**config.mk**
```make
export PLATFORM = sky130hd
export DESIGN_NAME = f2d_convert_unit
export DESIGN_NICKNAME = d
export VERILOG_FILES = /design/src/rtl/f2d_pkg.sv /design/src/rtl/f2d_lzc.sv /design/src/rtl/f2d_sp_to_dp.sv /design/src/rtl/f2d_lane_writeback.sv /design/src/rtl/f2d_convert_unit.sv
export SDC_FILE = /design/constraint.sdc
export NUM_CORES = 1
export LEC_CHECK = 0
export BUFFER_PORTS_ARGS = -buffer_cell sky130_fd_sc_hd__buf_2
export CAP_MARGIN = 20
export CORE_AREA = 2 2 615 617
export DETAILED_ROUTE_END_ITERATION = 10
export DIE_AREA = 0 0 617 619
export GPL_TIMING_DRIVEN = 0
export PLACE_DENSITY = 0.31
export SYNTH_ARGS = -nofsm -noshare
export SYNTH_HDL_FRONTEND = slang
export SYNTH_SLANG_ARGS = --single-unit
export TNS_END_PERCENT = 50
```
**constraint.sdc**
```tcl
create_clock -name clk -period 4.1 [get_ports clk]
set_input_delay 0.615 -clock clk [delete_from_list [all_inputs] [get_ports clk]]
set_output_delay 0.615 -clock clk [all_outputs]
set_load 0.02 [all_outputs]
```
**src/rtl/f2d_pkg.sv**
```systemverilog
package f2d_pkg;
    localparam int SP_W      = 32;
    localparam int SP_EXP_W  = 8;
    localparam int SP_FRAC_W = 23;
    localparam int DP_W      = 64;
    localparam int DP_EXP_W  = 11;
    localparam int DP_FRAC_W = 52;
    localparam int SP_BIAS   = 127;
    localparam int DP_BIAS   = 1023;
    localparam int BIAS_GAP  = DP_BIAS - SP_BIAS;
    localparam int FRAC_PAD  = DP_FRAC_W - SP_FRAC_W;

    typedef enum logic [1:0] {
        WB_KEEP   = 2'd0,
        WB_COPY   = 2'd1,
        WB_MASKED = 2'd2,
        WB_ALT    = 2'd3
    } wb_mode_e;

    typedef enum logic [2:0] {
        CL_ZERO,
        CL_SUBN,
        CL_NORM,
        CL_INF,
        CL_QNAN,
        CL_SNAN
    } sp_class_e;
endpackage

```
**src/rtl/f2d_lzc.sv**
```systemverilog
module f2d_lzc #(
    parameter int W  = 23,
    parameter int CW = $clog2(W + 1)
) (
    input  logic [W-1:0]  vec_i,
    output logic [CW-1:0] zeros_o
);
    always_comb begin
        zeros_o = CW'(W);
        for (int i = 0; i < W; i++) begin
            if (vec_i[i]) begin
                zeros_o = CW'(W - 1 - i);
            end
        end
    end
endmodule

```
**src/rtl/f2d_sp_to_dp.sv**
```systemverilog
module f2d_sp_to_dp
    import f2d_pkg::*;
(
    input  logic [SP_W-1:0] sp_i,
    output logic [DP_W-1:0] dp_o,
    output logic            invalid_o,
    output logic            denormal_o
);
    localparam int LZW = $clog2(SP_FRAC_W + 1);

    logic                 sign;
    logic [SP_EXP_W-1:0]  exp_in;
    logic [SP_FRAC_W-1:0] frac_in;
    logic [LZW-1:0]       lead_zeros;
    logic [SP_FRAC_W:0]   frac_shifted;
    sp_class_e            cls;

    assign sign    = sp_i[SP_W-1];
    assign exp_in  = sp_i[SP_W-2 -: SP_EXP_W];
    assign frac_in = sp_i[SP_FRAC_W-1:0];

    f2d_lzc #(.W(SP_FRAC_W), .CW(LZW)) i_lzc (
        .vec_i   (frac_in),
        .zeros_o (lead_zeros)
    );

    assign frac_shifted = {frac_in, 1'b0} << lead_zeros;

    always_comb begin
        if (exp_in == '0) begin
            cls = (frac_in == '0) ? CL_ZERO : CL_SUBN;
        end else if (exp_in == '1) begin
            if (frac_in == '0)                cls = CL_INF;
            else if (frac_in[SP_FRAC_W-1])    cls = CL_QNAN;
            else                              cls = CL_SNAN;
        end else begin
            cls = CL_NORM;
        end
    end

    always_comb begin
        invalid_o  = 1'b0;
        denormal_o = 1'b0;
        unique case (cls)
            CL_ZERO: dp_o = {sign, {(DP_W-1){1'b0}}};
            CL_SUBN: begin
                denormal_o = 1'b1;
                dp_o = {sign,
                        DP_EXP_W'(BIAS_GAP) - DP_EXP_W'(lead_zeros),
                        frac_shifted[SP_FRAC_W-1:0], {FRAC_PAD{1'b0}}};
            end
            CL_NORM: dp_o = {sign,
                             DP_EXP_W'(exp_in) + DP_EXP_W'(BIAS_GAP),
                             frac_in, {FRAC_PAD{1'b0}}};
            CL_INF:  dp_o = {sign, {DP_EXP_W{1'b1}}, {DP_FRAC_W{1'b0}}};
            CL_QNAN, CL_SNAN: begin
                invalid_o = (cls == CL_SNAN);
                dp_o = {sign, {DP_EXP_W{1'b1}}, 1'b1,
                        frac_in[SP_FRAC_W-2:0], {FRAC_PAD{1'b0}}};
            end
            default: dp_o = '0;
        endcase
    end
endmodule

```
**src/rtl/f2d_lane_writeback.sv**
```systemverilog
module f2d_lane_writeback
    import f2d_pkg::*;
#(
    parameter int DST_W  = 512,
    parameter int LANE_W = 64,
    parameter int KEEP_W = 128
) (
    input  logic [1:0]       mode_i,
    input  logic [DST_W-1:0] prev_i,
    input  logic [DST_W-1:0] src_i,
    input  logic [LANE_W-1:0] conv_i,
    input  logic             mask_bit_i,
    input  logic             mask_en_i,
    input  logic             zero_sel_i,
    output logic [DST_W-1:0] dst_o,
    output logic             masked_off_o
);
    localparam int NLANE = DST_W / LANE_W;
    localparam int NKEEP = KEEP_W / LANE_W;

    wb_mode_e mode;
    logic     keep_upper;

    assign mode         = wb_mode_e'(mode_i);
    assign keep_upper   = (mode == WB_KEEP);
    assign masked_off_o = (mode == WB_MASKED) && mask_en_i && !mask_bit_i;

    always_comb begin
        if (!masked_off_o)   dst_o[LANE_W-1:0] = conv_i;
        else if (zero_sel_i) dst_o[LANE_W-1:0] = '0;
        else                 dst_o[LANE_W-1:0] = prev_i[LANE_W-1:0];
    end

    for (genvar g = 1; g < NLANE; g++) begin : g_lane
        if (g < NKEEP) begin : g_copy
            assign dst_o[g*LANE_W +: LANE_W] = keep_upper ? prev_i[g*LANE_W +: LANE_W]
                                                          : src_i[g*LANE_W +: LANE_W];
        end else begin : g_clear
            assign dst_o[g*LANE_W +: LANE_W] = keep_upper ? prev_i[g*LANE_W +: LANE_W]
                                                          : '0;
        end
    end
endmodule

```
**src/rtl/f2d_convert_unit.sv**
```systemverilog
module f2d_convert_unit
    import f2d_pkg::*;
#(
    parameter int DST_W  = 512,
    parameter int LANE_W = 64,
    parameter int KEEP_W = 128
) (
    input  logic             clk,
    input  logic             rst,
    input  logic             in_valid,
    input  logic [1:0]       wb_mode,
    input  logic [DST_W-1:0] prev_dst,
    input  logic [DST_W-1:0] src_vec,
    input  logic [31:0]      cvt_src,
    input  logic             mask_bit,
    input  logic             mask_en,
    input  logic             zero_sel,
    output logic             out_valid,
    output logic [DST_W-1:0] dst_out,
    output logic             flag_invalid,
    output logic             flag_denormal
);
    typedef struct packed {
        logic             valid;
        logic [DST_W-1:0] dst;
        logic             inv;
        logic             den;
    } stage_t;

    stage_t st_d, st_q;

    logic [DP_W-1:0]  conv;
    logic             conv_inv, conv_den;
    logic [DST_W-1:0] wb_dst;
    logic             masked_off;

    f2d_sp_to_dp i_cvt (
        .sp_i       (cvt_src),
        .dp_o       (conv),
        .invalid_o  (conv_inv),
        .denormal_o (conv_den)
    );

    f2d_lane_writeback #(.DST_W(DST_W), .LANE_W(LANE_W), .KEEP_W(KEEP_W)) i_wb (
        .mode_i       (wb_mode),
        .prev_i       (prev_dst),
        .src_i        (src_vec),
        .conv_i       (conv[LANE_W-1:0]),
        .mask_bit_i   (mask_bit),
        .mask_en_i    (mask_en),
        .zero_sel_i   (zero_sel),
        .dst_o        (wb_dst),
        .masked_off_o (masked_off)
    );

    always_comb begin
        st_d       = st_q;
        st_d.valid = in_valid;
        if (in_valid) begin
            st_d.dst = wb_dst;
            st_d.inv = conv_inv && !masked_off;
            st_d.den = conv_den && !masked_off;
        end
    end

    always_ff @(posedge clk) begin
        if (rst) st_q <= '0;
        else     st_q <= st_d;
    end

    assign out_valid     = st_q.valid;
    assign dst_out       = st_q.dst;
    assign flag_invalid  = st_q.inv;
    assign flag_denormal = st_q.den;
endmodule

```
* Word-level counts from Yosys, hierarchy flattened
Index checks and enable logic that the tools add are counted.
** Word-level totals
- Output and inout port bits :: 515
- Latch bits :: 0
- Word-level logic and storage cells :: 65
- RAM bits :: 0
- Input port bits :: 1064
- Bits in read-only memories :: 0
- Memories kept :: 0
- Register bits after elaboration :: 515
** Operators by class
- Magnitude comparators :: 0
- Shift operators :: 1
- Eq/ne operators :: 7
- Add/subtract/negate cells :: 2
- Multipliers :: 0
- Muxes and demuxes :: 40
- Bitwise operators :: 0
- Divide/modulo/power cells :: 0
- Reduce and logical (&&, ||, !) cells :: 11
** Operator list (count)
- 2-to-1 mux 64 bit :: 9
- one-hot mux 64 bit (5 select lines) :: 1
- 2-to-1 mux 5 bit :: 22
- left shift 24 x 5 -> 23 bit :: 1
- logical NOT 23 bit :: 1
- adder 8 x 10 -> 11 bit, second input constant :: 1
- subtractor 10 x 5 -> 11 bit, first input constant :: 1
- 2-to-1 mux 3 bit :: 3
- == test 8 bit, second input constant :: 1
- logical NOT 8 bit :: 1
- == test 3 x 2 -> 1 bit, second input constant :: 2
- == test 3 bit, second input constant :: 2
- 2-to-1 mux 1 bit :: 5
- logical AND 1 bit :: 4
- == test 3 x 1 -> 1 bit, second input constant :: 1
- logical NOT 3 bit :: 1
- == test 2 bit, second input constant :: 1
- logical NOT 1 bit :: 2
- logical NOT 2 bit :: 1
- OR reduction 2 bit :: 1

* Longest topological paths before layout
- Word-level depth :: 26
- Depth in mapped cells :: 12

* Cells and area by module
From an unflattened synthesis, not the netlist that was laid out.
** Unflattened totals
- Cell total of the unflattened synthesis :: 2561
- Area, all modules :: 25071.5 µm²
** Modules (own cells, without submodules)
- f2d_convert_unit :: area each 18102.4 µm², instances 1, cells an instance 1661
- f2d_lane_writeback :: area each 4813.4 µm², instances 1, cells an instance 641
- f2d_sp_to_dp :: area each 1919.3 µm², instances 1, cells an instance 217
- f2d_lzc :: area each 236.5 µm², instances 1, cells an instance 42

* Least setup slack after synthesis
No wires, ideal clock.
- Path kind :: input -> register
- Start point :: in cvt_src[9]
- End point :: reg st_q (netlist bit dst_out[51])
- Data required time :: 4.014 ns
- Path slack :: 1.221 ns
- Arrival :: 2.793 ns
- Stages on the path :: 10
- Cell sequence :: clkbuf_1 -> nor2_1 -> a211oi_1 -> a211o_4 -> nand2_4 -> inv_4 -> mux2_4 -> a221oi_2 -> o221ai_1 -> a211oi_1
** Between the ends
- Cells in the longest elaborated chain, start to end :: 17
** Ends and longest elaborated chain
- from (decl) :: line f2d_convert_unit.sv:14 : input logic [31:0] cvt_src,
- 2-to-1 mux 5 bit (14 in series) :: line f2d_lzc.sv:11 : if (vec_i[i]) begin
- left shift 24 x 5 -> 23 bit :: line f2d_sp_to_dp.sv:27 : assign frac_shifted = {frac_in, 1'b0} << lead_zeros;
- one-hot mux 64 bit (5 select lines) * :: line f2d_sp_to_dp.sv:44 : unique case (cls)
- 2-to-1 mux 64 bit * :: line f2d_lane_writeback.sv:29 : if (!masked_off_o) dst_o[LANE_W-1:0] = conv_i;
- to (signal assigned) :: line f2d_convert_unit.sv:68 : else st_q <= st_d;
- to (decl) :: line f2d_convert_unit.sv:30 : stage_t st_d, st_q;
Every way passes the cells marked *; elsewhere a longest branch is shown, timed or not.
A chain may end at the register's enable or synchronous reset.

* Final worst setup path
- Start point :: in cvt_src[0]
- End point :: reg st_q (netlist bit dst_out[44])
** Between the ends
- Cells in the longest elaborated chain, start to end :: 26
** Ends and longest elaborated chain (line)
- 2-to-1 mux 1 bit :: f2d_lzc.sv:11
- 2-to-1 mux 5 bit (22 in series) :: f2d_lzc.sv:11
- left shift 24 x 5 -> 23 bit :: f2d_sp_to_dp.sv:27
- one-hot mux 64 bit (5 select lines) * :: f2d_sp_to_dp.sv:44
- 2-to-1 mux 64 bit * :: f2d_lane_writeback.sv:29
Marks and branches as above.

==> flow_summary.ini <==
[hold_path]
min_from = prev_dst[107]
min_to = dst_out[107]$_SDFFE_PP0P_
hp-class = primary input to register
hold_path_depth = 3

[critical_path]
slowest_stage = o311ai_0
critPathCaptureType = register
worst_path_most_repeated_cell = clkbuf_1
ff2ff_path_depth = 5
path_class = primary input to register
cp_max_fo = 10
path_cells = clkbuf_1 > nand2b_1 > a221oi_1 > o211ai_1 > a21oi_2 > clkbuf_1 > a211oi_1 > o311ai_0 > a21oi_1
required_ns = 4.71
rrSetupSlack_ns = 2.78
start_kind = primary input
critPathMaxStageDelay_ns = 0.83
r2r-start = dst_out[45]$_SDFFE_PP0P_
regToRegEndpoint = dst_out[45]$_SDFFE_PP0P_
arrival_ns = 4.06

[synth]
synth_area_per_cell_um2 = 8.05
synth_area_leaders = dfxtp_1 (46%), nand2b_1 (12%), a21oi_1 (11%)
yosysUniqueCellTypes = 69
ys.flop_type = dfxtp_1
syn_nets = 3825
yosys_register_bits = 515
yosysSeqAreaShare_pct = 46.4
yosys.area.top_type = dfxtp_1
synth_edf_count = 0
synth_top_cell_area_share_pct = 46.4
async_flop_share_pct = 0
netlist_area_um2 = 22200
synthCells = 2760
yosysWarnings = 0

[cells_and_area]
drive_gt1_share_pct = 32.2
num-nets-final = 5049
final_cells = 9108
fin_util_pct = 9.95
syn_to_final_growth_pct = 67.8
final_area_um2 = 37300

[clock_network]
path_clk_slew_ns = 0.07
cts_inserted_buffers = 81
cts_resized = 0
cts_tree = yes
cts.path.max_buffers = 4
cts-root-buf = clkbuf_16
clk_latency_ns = 0.79
cts_sinks = 515
h-tree-depth = 3
cts-hold-fix-buffers = 11
cts_setup_buffers = 0

[drt]
drc = 0
route.vias.total = 27500
drt_wl_total_um = 230000
drt_first_iter_violations = 1981
firstDrtPassIters = 5
wl_per_cell_um = 25.2
ant_nets = 0
viasPerCell = 3.02

[timing]
worstMarginPinSlew_ns = 1.23
grt_setup_unrepaired = no
hold_violations = 0
whs_ns = 0.0892
final.setup.tns_ns = 0
finClkSkew_ns = 0
finalCriticalPeriod_ns = 3.45
timing.fmax_mhz = 290
fin_crit_sh_pct = 84.2
max_slew_margin_pct = 17.8
slew_violations = 0
setup_violations = 0

[power]
p_int_w = 0.0102
combPwrFrac_pct = 14.7
clkPwrFrac_pct = 49.1
pwr-share-seq_pct = 36.2
p_sw_w = 0.00448
p_leak_nw = 13.9
peakVddDrop_mv = 0.260
p_per_area_nw_per_um2 = 393
netSwitchingFraction_pct = 30.6

[floorplanning]
start_util_pct = 5.93
fp.dieW_um = 617
die_height_um = 619
fp.coreArea_um2 = 375000
num_rows = 225
die_area_um2 = 382000
ios = 1579

[placement]
placed_cells = 8884
dpl.hpwl_um = 202000
gp_congestion = 0.949
post_dp_cell_area_um2 = 34400
io_buffer_count = 1114

[run_status]
status = completed

[global_route]
grt.total_usage_pct = 11.5
antenna_found_initial = 175
grt_pass1_wl_um = 287000
grt_max_degree = 13
grt_pass1_vias = 26700
overflow = 0

[job]
max_cap_violations = 0
stage by stage:
stage	power, W	setup WS [ns]
4_1_cts	0.0150	0.696
6_report	0.0146	0.647
3_5_place_dp	0.00760	-0.161
2_1_floorplan	0.00627	1.22
3_3_place_gp	0.00757	-3.15
5_1_grt	0.0152	0.581
final cells by class:
| type | count | area (µm²) |
|---|---|---|
| Antenna cell | 72 | 180 |
| Buffer | 270 | 1070 |
| Clock buffer | 109 | 2250 |
| Clock inverter | 32 | 398 |
| Fill cell | 43900 | 337000 |
| Inverter | 14 | 55.1 |
| Multi-Input combinational cell | 1961 | 10800 |
| Sequential cell | 515 | 10300 |
| Tap cell | 4994 | 6250 |
| Timing Repair Buffer | 1141 | 5970 |
worst max-delay path by stage:
stage / from / endpoint / slack (ns) / cells past startpoint
after floorplan: cvt_src[9] / dst_out[51]$_SDFFE_PP0P_ / 1.22 / 10
after global placement: in_valid / dst_out[140]$_SDFFE_PP0P_ / -3.15 / 6
after detailed placement: cvt_src[0] / dst_out[44]$_SDFFE_PP0P_ / -0.16 / 9
after CTS: cvt_src[0] / dst_out[44]$_SDFFE_PP0P_ / 0.70 / 9
after global routing: cvt_src[9] / dst_out[44]$_SDFFE_PP0P_ / 0.58 / 9
final: cvt_src[0] / dst_out[44]$_SDFFE_PP0P_ / 0.65 / 9
layer usage:
| metal | global-route usage [%] | part of all wire [%] | vias to the layer above |
|---|---|---|---|
| met5 | 0 | 0.36 | - |
| met4 | 2.94 | 3.1 | 126 |
| met3 | 4.24 | 9.9 | 417 |
| met2 | 19.0 | 46 | 1318 |
| met1 | 13.9 | 41 | 13500 |
| li1 | - | - | 12200 |
power by group through the flow:
stage	Clock [W]	Sequential (W)	Combinational, W
2_1_floorplan	0	0.00556	0.000711
3_3_place_gp	0	0.00540	0.00217
3_5_place_dp	0	0.00540	0.00220
4_1_cts	0.00746	0.00530	0.00221
5_1_grt	0.00761	0.00531	0.00230
6_report	0.00719	0.00530	0.00215
state kept, by name (all words and copies together) (netlist names):
| register | count |
|---|---|
| dst_out | 512 |
| flag_denormal | 1 |
| flag_invalid | 1 |
| out_valid | 1 |
cell usage in the layout (no fill, tap or decap), types with 10 or more instances in the layout:
cell,synthesis,layout
a21oi_1,486,486
nor3_1,11,11
clkinv_2,0,13
buf_2,6,1120
mux2i_1,28,28
o21ai_0,35,35
inv_1,13,13
nand2_1,199,199
nor2_1,129,128
a311oi_1,71,71
nor2b_1,10,10
clkbuf_16,0,82
nand3_1,429,429
buf_1,15,15
clkbuf_1,244,247
dlygate4sd3_1,0,11
dfxtp_1,515,515
a211oi_1,12,12
clkbuf_8,0,10
diode_2,0,72
clkbuf_2,0,14
nand2b_1,424,424
cells by family (layout without fill, tap and decap cells):
family                     Yosys count  count (layout)  share of synthesized area (%)
and+or+nand+nor                   1240            1240                           28.9
AOI/OAI and AO/OA                  683             683                           17.9
DFF                                515             515                           46.4
buffers and inverters              284            1566                           4.98
muxes                               36              36                           1.68
adders and majority gates            1               1                         0.0563
xor gates and xnor gates             1               1                         0.0394
other                                0              72                              0
worst max-delay path: cells and delay by family:
kind | cells | cell delay, ns
and+or+nand+nor | 1 | 0.11
AOI/OAI and AO/OA | 6 | 2.14
buffers and inverters | 2 | 1.18
synth_stat cells (all sizes together), types with 2 or more instances:
cell / instances
nand2b: 424
a32oi: 3
buf: 26
o21ai: 37
mux2: 8
nand2: 200
o2111ai: 5
nor2b: 10
mux2i: 28
a31oi: 6
o211ai: 7
o21a: 7
or3: 2
clkbuf: 244
a21o: 7
and4: 4
o22ai: 3
nand4: 4
a221oi: 4
or2: 5
nor2: 129
o221ai: 7
nand3b: 4
a2bb2oi: 2
and2: 2
a21oi: 487
a311oi: 71
nor3b: 2
dfxtp: 515
or4: 3
a41o: 3
o31ai: 3
nor3: 11
a221o: 2
o311ai: 2
a211o: 3
a211oi: 13
and3: 2
o211a: 3
nor4: 7
inv: 14
nand3: 429
Note: power is estimated with default switching activity, not from simulation.
